## config.mk

```make
export PLATFORM = sky130hd
export DESIGN_NAME = ones_count_pipe
export DESIGN_NICKNAME = d
export VERILOG_FILES = /design/src/rtl/ones_tree_pkg.sv /design/src/rtl/ones_tree_fa.sv /design/src/rtl/ones_tree_ctrl.sv /design/src/rtl/ones_tree_path.sv /design/src/rtl/ones_count_pipe.sv
export SDC_FILE = /design/constraint.sdc
export NUM_CORES = 1
export LEC_CHECK = 0
export BUFFER_PORTS_ARGS = -buffer_cell sky130_fd_sc_hd__buf_2
export CAP_MARGIN = 20
export CORE_MARGIN = 2
export CORE_UTILIZATION = 50
export DETAILED_ROUTE_END_ITERATION = 7
export PLACE_DENSITY = 0.74
export SLEW_MARGIN = 20
export SYNTH_ARGS = -nofsm -noshare
export SYNTH_HDL_FRONTEND = slang
export SYNTH_SLANG_ARGS = --single-unit
```

## constraint.sdc

```tcl
create_clock -name clk -period 2.5 [get_ports clk]
set_input_delay 0.125 -clock clk [delete_from_list [all_inputs] [get_ports clk]]
set_output_delay 0.125 -clock clk [all_outputs]
set_load 0.1 [all_outputs]
```

## src/rtl/ones_tree_pkg.sv

```systemverilog
package ones_tree_pkg;

  // Upper bounds for the elaboration-time column bookkeeping.
  localparam int MaxCols   = 32;
  localparam int MaxLevels = 64;

  // Number of full adders placed on a column of c bits. When no column of a
  // level holds three or more bits, a column of two bits gets one adder with
  // a zero third input so the reduction still advances.
  function automatic int faOf(int c, bit pad);
    return c / 3 + ((pad && (c % 3 == 2)) ? 1 : 0);
  endfunction

  // Bits of a column that pass through a level untouched.
  function automatic int leftOf(int c, bit pad);
    return (pad && (c % 3 == 2)) ? 0 : c % 3;
  endfunction

  // Bit count of column col entering adder level lvl.
  function automatic int colCount(int inW, int outW, int lvl, int col);
    int cur [MaxCols];
    int nxt [MaxCols];
    bit pad;
    for (int w = 0; w < MaxCols; w++) begin
      cur[w] = 0;
      nxt[w] = 0;
    end
    cur[0] = inW;
    for (int i = 0; i < lvl; i++) begin
      pad = 1'b1;
      for (int w = 0; w < outW; w++) if (cur[w] >= 3) pad = 1'b0;
      for (int w = 0; w < outW; w++) begin
        nxt[w] = faOf(cur[w], pad) + leftOf(cur[w], pad);
        if (w > 0) nxt[w] = nxt[w] + faOf(cur[w-1], pad);
      end
      for (int w = 0; w < outW; w++) cur[w] = nxt[w];
    end
    if (col < 0 || col >= outW) return 0;
    return cur[col];
  endfunction

  // True when adder level lvl works in the padded (two-bit) regime.
  function automatic bit levelPad(int inW, int outW, int lvl);
    for (int w = 0; w < outW; w++)
      if (colCount(inW, outW, lvl, w) >= 3) return 1'b0;
    return 1'b1;
  endfunction

  // Flat offset of column col in the bit vector entering level lvl.
  function automatic int colBase(int inW, int outW, int lvl, int col);
    int acc = 0;
    for (int v = 0; v < col; v++) acc += colCount(inW, outW, lvl, v);
    return acc;
  endfunction

  function automatic int totBits(int inW, int outW, int lvl);
    return colBase(inW, outW, lvl, outW);
  endfunction

  // Adder levels until every column holds at most one bit.
  function automatic int levelCount(int inW, int outW);
    bit done;
    for (int l = 0; l < MaxLevels; l++) begin
      done = 1'b1;
      for (int w = 0; w < outW; w++)
        if (colCount(inW, outW, l, w) > 1) done = 1'b0;
      if (done) return (l < 1) ? 1 : l;
    end
    return MaxLevels;
  endfunction

endpackage

```

## src/rtl/ones_tree_fa.sv

```systemverilog
module ones_tree_fa (
  input  logic a,
  input  logic b,
  input  logic ci,
  output logic s,
  output logic co
);
  assign s  = a ^ b ^ ci;
  assign co = (a & b) | (ci & (a ^ b));
endmodule

```

## src/rtl/ones_tree_ctrl.sv

```systemverilog
module ones_tree_ctrl #(
  parameter int NSTG = 5
) (
  input  logic            clk,
  input  logic            rst,
  input  logic            inValid,
  output logic [NSTG-1:0] stageAdv,
  output logic            clear,
  output logic            outValid
);
  logic [NSTG-1:0] vld;

  // Stage s loads when the word feeding it is valid.
  always_comb begin
    stageAdv[0] = inValid;
    for (int s = 1; s < NSTG; s++) stageAdv[s] = vld[s-1];
  end

  always_ff @(posedge clk) begin
    if (rst) vld <= '0;
    else     vld <= stageAdv;
  end

  assign clear    = rst;
  assign outValid = vld[NSTG-1];

  // after a reset edge no stage claims a valid word.
  a_r5_flush_valid: assert property (@(posedge clk) rst |=> (vld == '0));

endmodule

```

## src/rtl/ones_tree_path.sv

```systemverilog
module ones_tree_path
  import ones_tree_pkg::*;
#(
  parameter int IN_W         = 63,
  parameter int OUT_W        = 6,
  parameter int LVLS_PER_STG = 2,
  parameter int NLVL         = 9,
  parameter int NSTG         = 5
) (
  input  logic             clk,
  input  logic             clear,
  input  logic [NSTG-1:0]  stageAdv,
  input  logic [IN_W-1:0]  vecIn,
  output logic [OUT_W-1:0] count
);

  for (genvar l = 0; l < NLVL; l++) begin : lv
    localparam int  TI      = totBits(IN_W, OUT_W, l);
    localparam int  TO      = totBits(IN_W, OUT_W, l + 1);
    localparam bit  PAD     = levelPad(IN_W, OUT_W, l);
    localparam bit  HAS_REG = (((l + 1) % LVLS_PER_STG) == 0) || (l == NLVL - 1);
    localparam int  STG     = l / LVLS_PER_STG;

    logic [TI-1:0] src;
    logic [TO-1:0] res;
    logic [TO-1:0] outq;

    if (l == 0) begin : g_src_in
      assign src = vecIn;
    end else begin : g_src_prev
      assign src = lv[l-1].outq;
    end

    for (genvar w = 0; w < OUT_W; w++) begin : col
      localparam int C   = colCount(IN_W, OUT_W, l, w);
      localparam int B   = colBase(IN_W, OUT_W, l, w);
      localparam int F   = faOf(C, PAD);
      localparam int L   = leftOf(C, PAD);
      localparam int NB  = colBase(IN_W, OUT_W, l + 1, w);
      localparam int CU  = colCount(IN_W, OUT_W, l, w + 1);
      localparam int UPB = (w < OUT_W - 1)
                         ? colBase(IN_W, OUT_W, l + 1, w + 1) + faOf(CU, PAD) + leftOf(CU, PAD)
                         : 0;

      for (genvar k = 0; k < F; k++) begin : fa
        logic thirdBit;
        if (3 * k + 2 < C) begin : g_full
          assign thirdBit = src[B + 3*k + 2];
        end else begin : g_pad
          assign thirdBit = 1'b0;
        end
        if (w < OUT_W - 1) begin : g_cell
          ones_tree_fa u_fa (
            .a (src[B + 3*k]),
            .b (src[B + 3*k + 1]),
            .ci(thirdBit),
            .s (res[NB + k]),
            .co(res[UPB + k])
          );
        end else begin : g_top
          // A carry out of the top column would weigh 2**OUT_W; it is always zero.
          assign res[NB + k] = src[B + 3*k] ^ src[B + 3*k + 1] ^ thirdBit;
        end
      end

      for (genvar j = 0; j < L; j++) begin : pass
        assign res[NB + F + j] = src[B + 3*F + j];
      end
    end

    if (HAS_REG) begin : g_reg
      always_ff @(posedge clk) begin
        if (clear)              outq <= '0;
        else if (stageAdv[STG]) outq <= res;
      end
    end else begin : g_wire
      assign outq = res;
    end
  end

  for (genvar w = 0; w < OUT_W; w++) begin : outMap
    if (colCount(IN_W, OUT_W, NLVL, w) == 1) begin : g_bit
      assign count[w] = lv[NLVL-1].outq[colBase(IN_W, OUT_W, NLVL, w)];
    end else begin : g_zero
      assign count[w] = 1'b0;
    end
  end

endmodule

```

## src/rtl/ones_count_pipe.sv

```systemverilog
module ones_count_pipe
  import ones_tree_pkg::*;
#(
  parameter  int IN_W         = 63,
  parameter  int LVLS_PER_STG = 2,
  localparam int OUT_W        = $clog2(IN_W + 1)
) (
  input  logic             clk,
  input  logic             rst,
  input  logic             inValid,
  input  logic [IN_W-1:0]  inVec,
  output logic             outValid,
  output logic [OUT_W-1:0] count
);
  localparam int NLVL = levelCount(IN_W, OUT_W);
  localparam int NSTG = (NLVL + LVLS_PER_STG - 1) / LVLS_PER_STG;
  localparam int SW   = $clog2(NSTG + 1);

  logic [NSTG-1:0] stageAdv;
  logic            clear;

  ones_tree_ctrl #(.NSTG(NSTG)) u_ctrl (
    .clk     (clk),
    .rst     (rst),
    .inValid (inValid),
    .stageAdv(stageAdv),
    .clear   (clear),
    .outValid(outValid)
  );

  ones_tree_path #(
    .IN_W        (IN_W),
    .OUT_W       (OUT_W),
    .LVLS_PER_STG(LVLS_PER_STG),
    .NLVL        (NLVL),
    .NSTG        (NSTG)
  ) u_path (
    .clk     (clk),
    .clear   (clear),
    .stageAdv(stageAdv),
    .vecIn   (inVec),
    .count   (count)
  );

  // Edges since reset, saturating at the pipeline depth; used only to keep
  // the latency checks from looking back past the reset.
  logic [SW-1:0] settleCnt;
  always_ff @(posedge clk) begin
    if (rst)                          settleCnt <= '0;
    else if (settleCnt != SW'(NSTG))  settleCnt <= settleCnt + 1'b1;
  end

  a_r1_matches_ones: assert property (@(posedge clk) disable iff (rst)
    (outValid && settleCnt == SW'(NSTG)) |-> (32'(count) == $past($countones(inVec), NSTG)));

  a_r3_valid_latency: assert property (@(posedge clk) disable iff (rst)
    (settleCnt == SW'(NSTG)) |-> (outValid == $past(inValid, NSTG)));

  a_r5_reset_clears: assert property (@(posedge clk) disable iff (rst)
    $past(rst) |-> (!outValid && count == '0));

  a_r6_hold_count: assert property (@(posedge clk) disable iff (rst)
    (!outValid && !$past(rst)) |-> $stable(count));

endmodule

```

Yosys cells after proc, flatten, opt, wreduce, memory -nomap -nowiden
Index checks and enable logic that the tools add are counted.
{ "totals": {"register_bits": 70, "latchBits": 0, "ram_bits": 0, "mem_bits_ro": 0, "in_bits": 66, "out_inout_bits": 7, "mem_count": 0} }
{ "classes": {"addsub": 0, "multipliers": 0, "n_div": 0, "magnitude_cmp": 0, "n_eq_ne": 0, "shifts": 0, "mux": 0, "bitwise_logic": 285, "reduce_logical": 0} }
{ "op_table": {"columns": ["cell", "count"], "rows": [
  ["AND 1 bit", 114],
  ["bitwise XOR 1 bit", 114],
  ["bitwise OR 1 bit", 57]
]} }

Longest topological paths before layout
Gate-level depths: netlist (run 1).
{ "logic_depth": {"ltp_word": 6, "depth_mapped": 6} }

By module
From an unflattened synthesis (run 1), not the netlist that was laid out.
{ "hier_totals": {"cells_unflattened": 279, "hier_area_um2": 3608.5} }
{ "by_module_without_submodules": {"columns": ["mod", "n_inst", "cells_per_inst", "area_each_um2"], "rows": [
  ["ones_tree_path", 1, 210, 2321.0],
  ["ones_tree_fa", 57, 1, 20.0],
  ["ones_tree_ctrl", 1, 12, 146.4]
]} }

Worst setup path after synthesis (run 1)
Ideal clock, no wire load.
{ "synth_path": {"path_kind": "register to register", "startpoint": "register u_path.lv[3].outq[11]", "endpoint": "register u_path.lv[5].outq[5]", "setup_ns": 0.128, "arrival_ns": 1.524, "path_slack_ns": 0.848, "path_stages_with_launch": 7, "synth_period_minus_slack_ns": 1.652, "path_cell_list": "dfxtp_1 inv_1 fa_1 inv_1 fa_1 mux2i_1 nor2_1"} }
{ "synth_between": {"elab_chain_len": 4} }
{ "synth_lines": {"columns": ["element", "line", "source"], "rows": [
  ["start, declared", "ones_tree_path.sv:26", "logic [TO-1:0] outq;"],
  ["start signal, assigned", "ones_tree_path.sv:74", "else if (stageAdv[STG]) outq <= res;"],
  ["bitwise XOR 1 bit (4 in a row)", "ones_tree_fa.sv:8", "assign s = a ^ b ^ ci;"],
  ["net u_path.lv[5].col[3].fa[0].g_cell.u_fa.s", "ones_tree_fa.sv:5", "output logic s,"],
  ["end signal, assigned", "ones_tree_path.sv:74", null],
  ["end, declared", "ones_tree_path.sv:26", null]
]} }
The timed path passes the listed nets, and every way through them passes these cells.
A chain may end at the register's enable or synchronous reset.

Worst setup path in the final report (run 1)
{ "layout_path": {"startpoint": "register u_path.lv[1].outq[3]", "endpoint": "register u_path.lv[3].outq[0]"} }
{ "layout_between": {"elab_chain_len": 4} }
{ "layout_lines": {"columns": ["element", "line"], "rows": [
  ["start, declared", "ones_tree_path.sv:26"],
  ["start signal, assigned", "ones_tree_path.sv:74"],
  ["bitwise XOR 1 bit (4 in a row)", "ones_tree_fa.sv:8"]
]} }
No other way between the ends.

==> metrics.md, run 1 <==
| Metric | Value |
|---|---|
| P&R area growth vs syn | `16.0%` |
| Slew Viols, Final | `0` |
| First-pass GRT wire length | `~11 mm` |
| GP Congestion | `between 0.7 and 0.8` |
| Initial antenna violation count | `0` |
| Count of different cell masters after synthesis | `12` |
| Chip width | `approximately 90 um` |
| Endpoint type of the worst setup path | `flop` |
| Critical Path Max Stage Delay | `between 500 and 600 ps` |
| Core footprint | `between 7000 and 8000 um^2` |
| Slew HR | `0.372` |
| Port bufs | `just over 70` |
| WL met3 | `~280 um` |
| H-tree Lvls | `3` |
| Max Freq | `between 0.5 and 0.6 GHz` |
| Metal2 WL | `just over 3 mm` |
| Post-CTS repair timing setup buffer count | `0` |
| DRT iter0 DRCs | `39` |
| Synth Register Bits | `70` |
| Yosys warnings | `0` |
| Net switching power | `approximately 780 uW` |
| WP data arrival | `between 1500 and 2000 ps` |
| CP cell instances | `inv_1, fa_1, fa_1, a211oi_1` |
| Max-Cap Viols | `0` |
| Mapped Nets | `435` |
| Pleak | `approximately 0.0018 uW` |
| Avg Cell Area, Syn | `approximately 12 um^2` |
| Final setup fails | `0` |
| Cell mode on critical path | `fa_1` |
| Via density per instance | `~4.7` |
| Number of placed I/O pins | `73` |
| Die area | `about 8000 um^2` |
| Post-Syn Instances | `around 310` |
| Max VDD drop | `around 310 uV` |
| Sequential cell fraction of total power | `0.456` |
| Initial Utilization | `0.511` |
| Unrepaired setup endpoints after global routing | `false` |
| CP Class | `reg -> reg` |
| N_diodes | `0` |
| GRT Util Overall | `0.174` |
| Sequential element share of the synthesized area | `0.382` |
| Max Fanout on Critical Path | `2` |
| Post-route ant nets | `0` |
| Clock Skews | `8.52 ps` |
| DR WL/cell | `between 10 and 15 um` |
| Critical Path Source Type | `flop` |
| Clock Sinks | `70` |
| CTS Buf Count | `9` |
| CTS tree | `yes` |
| Tcrit/Tclk final | `0.694` |
| Int Pwr | `about 2000 uW` |
| CP max-delay cell | `fa_1` |
| CP top delay family | `adder cells` |
| Vias in the first global route | `~2.4k` |
| Die height | `between 80 and 90 um` |
| Clock transition at path regs | `80 ps` |
| CP required | `2750 ps` |
| Pre-antenna DRT Iters | `4` |
| Bufs on Longest Clock Path | `2` |
| Uppermost layer routed | `met4` |
| Later-pin clock latency in the skew report | `approximately 340 ps` |
| Vias | `~2.3k` |
| Post-CTS Hold Buffers | `0` |
| GR Overflow Total | `0` |
| Final HPWL from detailed placement | `between 4 and 5 mm` |
| Largest net degree at the start of global routing | `31` |
| Period minus WS final | `1730 ps` |
| PostCTS Resize Cnt | `0` |
| Pwr per Cell Area | `about 660 nW/um^2` |
| Post-Route WL | `6.00 mm` |
| Layout cells sized above 1 | `0.234` |
| Sw frac | `0.280` |
| Clk root buf | `clkbuf_8` |
| Status | `complete, no violations` |
| Worst Path Buf+Inv | `1` |
| Clk pwr share | `0.330` |
| Logic pwr share | `0.213` |
| Wl on met1 | `between 2 and 3 mm` |
| Setup TNS | `0 ps` |
| # nets final | `502` |
| Cell area after synthesis | `between 3000 and 4000 um^2` |
| Hold Violations, Final | `0` |
| FP Rows | `31` |
| HP Class | `in -> reg` |
| Worst Tran Pin Value | `between 900 and 1000 ps` |
| Core Util, Final | `0.592` |
| # DRC | `0` |
-- routing by layer --
layer  vias to the layer above  global-route usage
met3                         7              0.0411
met2                        57               0.304
met5                         -                   0
li1                       1120                   -
met4                         0              0.0611
met1                      1102               0.211
-- worst reg2reg max path, stage by stage (launching register included) --
cell	delay [ps]
dfxtp_1	340
inv_1	80
fa_1	580
fa_1	420
a211oi_1	230
-- through the flow --
stage                     hold slack (ps)  cells  setup WS [ps]  total power (uW)  instance area, um^2
final                                 145    483            766              2800                 4250
after global routing                  148    483            684              2990                 4250
after CTS                             139    483            754              2840                 4250
after detailed placement              475    467            755              1910                 4040
after global placement                466    467            806              1890                 4040
after floorplan                       441    312            848              1710                 3660
-- placed cells by master (no fill, tap or decap) --
master      instances
clkbuf_8           11
dfxtp_1            70
nor2b_1             5
inv_1              32
nor2_1             65
bufinv_16           1
clkinv_2            2
fa_1               57
clkinvlp_4          1
buf_2              72
inv_6               1
mux2i_1            47
buf_4               2
a211oi_1           18
-- sequential cells by signal (all words and copies together), names as in the netlist --
register / count
u_path.lv.outq: 59
u_ctrl.vld: 5
u_path.count: 6
-- power by group through the flow --
stage	clock network (uW)	logic, uW	registers (uW)
final	924	597	1280
after global routing	998	706	1290
after CTS	949	615	1280
after detailed placement	0	612	1300
after global placement	0	588	1300
after floorplan	0	436	1280
-- synth_stat cells --
cell	number	area, um^2
nor2b_1	5	31.3
buf_2	10	50.1
buf_8	1	15.0
fa_1	57	1140
nor2_1	65	244
buf_6	3	33.8
inv_1	32	120
dfxtp_1	70	1400
mux2i_1	47	470
buf_4	2	15.0
a211oi_1	18	135
clkbuf_1	2	7.51
-- path summary, 6_finish.rpt --
path	startpoint	endpoint	slack [ps]	cells past startpoint
worst min-delay path	rst	u_path.lv[1].outq[15]$_SDFFE_PP0P_	150	2
worst max register to register	u_path.lv[1].outq[3]$_SDFFE_PP0P_	u_path.lv[3].outq[0]$_SDFFE_PP0P_	770	4
worst max-delay path	u_path.lv[1].outq[3]$_SDFFE_PP0P_	u_path.lv[3].outq[0]$_SDFFE_PP0P_	770	4
worst min register to register	u_path.lv[3].outq[5]$_SDFFE_PP0P_	u_path.lv[3].outq[5]$_SDFFE_PP0P_	480	2
-- final cells by class --
| cell class | count | area [um^2] |
|---|---|---|
| clock buffer | 11 | 151 |
| clock inverter | 5 | 56.3 |
| fill | 595 | 2930 |
| inverter | 32 | 120 |
| multi-input combinational | 192 | 2020 |
| sequential | 70 | 1400 |
| tap | 99 | 124 |
| timing repair buffer | 74 | 375 |
-- kinds of logic after synthesis --
group,count (synthesis),share of synthesized area
flops,70,0.382
fa+ha+maj,57,0.311
compound gates,18,0.0369
simple gates,70,0.0751
mux,47,0.128
buf+inv,50,0.0659
Power figures use the tool's default switching activity.
==> inputs of run 2 (changes only) <==
==> constraint.sdc (replaced) <==
create_clock -name clk -period 1.8 [get_ports clk]
set_input_delay 0.09 -clock clk [delete_from_list [all_inputs] [get_ports clk]]
set_output_delay 0.09 -clock clk [all_outputs]
set_load 0.1 [all_outputs]
==> metrics.md, run 2 (synthesized netlist as in run 1, its figures left out) <==
| Metric | Value |
|---|---|
| FF-to-FF Start | `u_path.lv[1].outq[24]$_SDFFE_PP0P_` |
| First-pass GRT wire length | `approximately 11 mm` |
| GR Overflow Total | `0` |
| FP Rows | `31` |
| Die area | `8030 um^2` |
| Hold path start | `rst` |
| Number of placed I/O pins | `between 70 and 80` |
| Slew HR | `0.628` |
| Pre-antenna DRT Iters | `4` |
| Core Util, Final | `0.597` |
| HP Class | `in -> reg` |
| Core footprint | `between 7000 and 8000 um^2` |
| Bufs on Longest Clock Path | `2` |
| Max-Cap Viols | `0` |
| Clock Sinks | `70` |
| Largest Register | `u_path.lv.outq` |
| Max Fanout on Critical Path | `2` |
| Vias in the first global route | `approximately 2.6k` |
| CTS tree | `yes` |
| Finished Layout Cells | `484` |
| Hold Violations, Final | `0` |
| Post-CTS repair timing setup buffer count | `0` |
| Internal reg-to-reg setup slack | `~70 ps` |
| Clk root buf | `clkbuf_8` |
| DRT iter0 DRCs | `65` |
| CTS Buf Count | `9` |
| Commonest non-fill, non-tap cell in the layout | `buf_2` |
| DR WL/cell | `13.0 um` |
| Final HPWL from detailed placement | `between 4 and 5 mm` |
| # DRC | `0` |
| Post-Route WL | `about 6.3 mm` |
| N_diodes | `0` |
| Max FFs per register | `59` |
| Fillers | `601` |
| H-tree Lvls | `3` |
| Hold EP | `u_path.count[0]$_SDFFE_PP0P_` |
| Worst Tran Pin Value | `557 ps` |
| Max Freq | `a little under 0.6 GHz` |
| GRT Util Overall | `0.181` |
| Largest net degree at the start of global routing | `71` |
| Setup TNS | `0 ps` |
| Slew Viols, Final | `0` |
| Dpl cells | `~470` |
| Final setup fails | `0` |
| Clock transition at path regs | `roughly 70 ps` |
| Clock Skews | `between 5 and 6 ps` |
| P&R area growth vs syn | `16.9%` |
| Vias | `between 2k and 2.5k` |
| Reg2Reg Depth | `4` |
| Post-route ant nets | `0` |
| Initial Utilization | `0.511` |
| # nets final | `just over 500` |
| Layout cells sized above 1 | `0.242` |
| Tcrit/Tclk final | `0.961` |
| Power Total | `about 4000 uW` |
| Most frequent cells in the layout | `buf_2, dfxtp_1, nor2_1` |
| Initial antenna violation count | `0` |
| Period minus WS final | `roughly 1700 ps` |
| Port bufs | `72` |
| GP Congestion | `0.733` |
| Die height | `between 80 and 90 um` |
| Status | `complete, no violations` |
| Unrepaired setup endpoints after global routing | `false` |
| Pleak | `0.00181 uW` |
| WP data arrival | `a little under 2000 ps` |
| Pwr per Cell Area | `a little over 900 nW/um^2` |
| End of the worst register-to-register path | `u_path.lv[3].outq[6]$_SDFFE_PP0P_` |
| Via density per instance | `about 4.8` |
| Critical Path Source Type | `flop` |
| CP required | `slightly above 2000 ps` |
| Chip width | `around 90 um` |
| Later-pin clock latency in the skew report | `340 ps` |
| CP Class | `reg -> reg` |
| Endpoint type of the worst setup path | `flop` |
| Hold Path Depth | `3` |
| Max VDD drop | `about 430 uV` |
[run 2: changes by cell type in the layout (fill, tap and decap cells not counted)]
cell and change:
a211oi_1 -2, a211oi_2 +2, clkbuf_8 -2, clkinv_2 +2
buf_12 +1, bufinv_16 +1, clkinv_4 +1, clkinvlp_4 -1
inv_6 -1
[run 2: critical path, stage by stage (launching register included)]
cell and delay, ps:
dfxtp_1 330, inv_1 60, fa_1 580, fa_1 430, a211oi_1 240
[run 2: power by group]
part	switching [uW]	leakage, uW	internal [uW]	total, uW
clock network	570	0.000113	772	1340
registers	88.5	0.000573	1680	1770
logic	461	0.00112	428	889
total	1120	0.00181	2880	4000
[run 2: worst max-delay path by stage]
stage / startpoint / to / cells after the start
floorplan: u_path.lv[3].outq[11]$_SDFFE_PP0P_ / u_path.lv[5].outq[5]$_SDFFE_PP0P_ / 6
global placement: u_path.lv[3].outq[11]$_SDFFE_PP0P_ / u_path.lv[5].outq[5]$_SDFFE_PP0P_ / 6
detailed placement: u_path.lv[1].outq[0]$_SDFFE_PP0P_ / u_path.lv[3].outq[0]$_SDFFE_PP0P_ / 4
CTS: u_path.lv[1].outq[0]$_SDFFE_PP0P_ / u_path.lv[3].outq[0]$_SDFFE_PP0P_ / 4
global route: u_path.lv[3].outq[11]$_SDFFE_PP0P_ / u_path.lv[5].outq[5]$_SDFFE_PP0P_ / 6
finish: u_path.lv[1].outq[24]$_SDFFE_PP0P_ / u_path.lv[3].outq[6]$_SDFFE_PP0P_ / 4
[run 2: layout make-up]
class / count / area, um^2 / share of cell area
clock buffer: 9 / 124 / 0.0289
clock inverter: 7 / 88.8 / 0.0207
inverter: 32 / 120 / 0.0280
multi-input combinational: 192 / 2030 / 0.474
sequential: 70 / 1400 / 0.327
tap: 99 / 124 / 0.0289
timing repair buffer: 75 / 395 / 0.0923
[run 2: repair_timing]
action                     in CTS  in global routing
resized for setup               1                  1
hold buffers                    0                  0
setup endpoints to repair       1                  1
[run 2: stage by stage]
step | hold WS (ps) | worst slack, ps | cell area, um^2
3_3_place_gp | 451 | 135 | 4060
2_1_floorplan | 406 | 148 | 3660
6_report | 210 | 69.9 | 4290
5_1_grt | 246 | 4.99 | 4290
3_5_place_dp | 473 | 76.0 | 4060
4_1_cts | 218 | 23.9 | 4280
[run 2: layer usage]
metal,GRT usage,part of all wire
met4,0.0488,0.012
met5,0,0
met2,0.326,0.51
met1,0.219,0.44
met3,0.0393,0.039
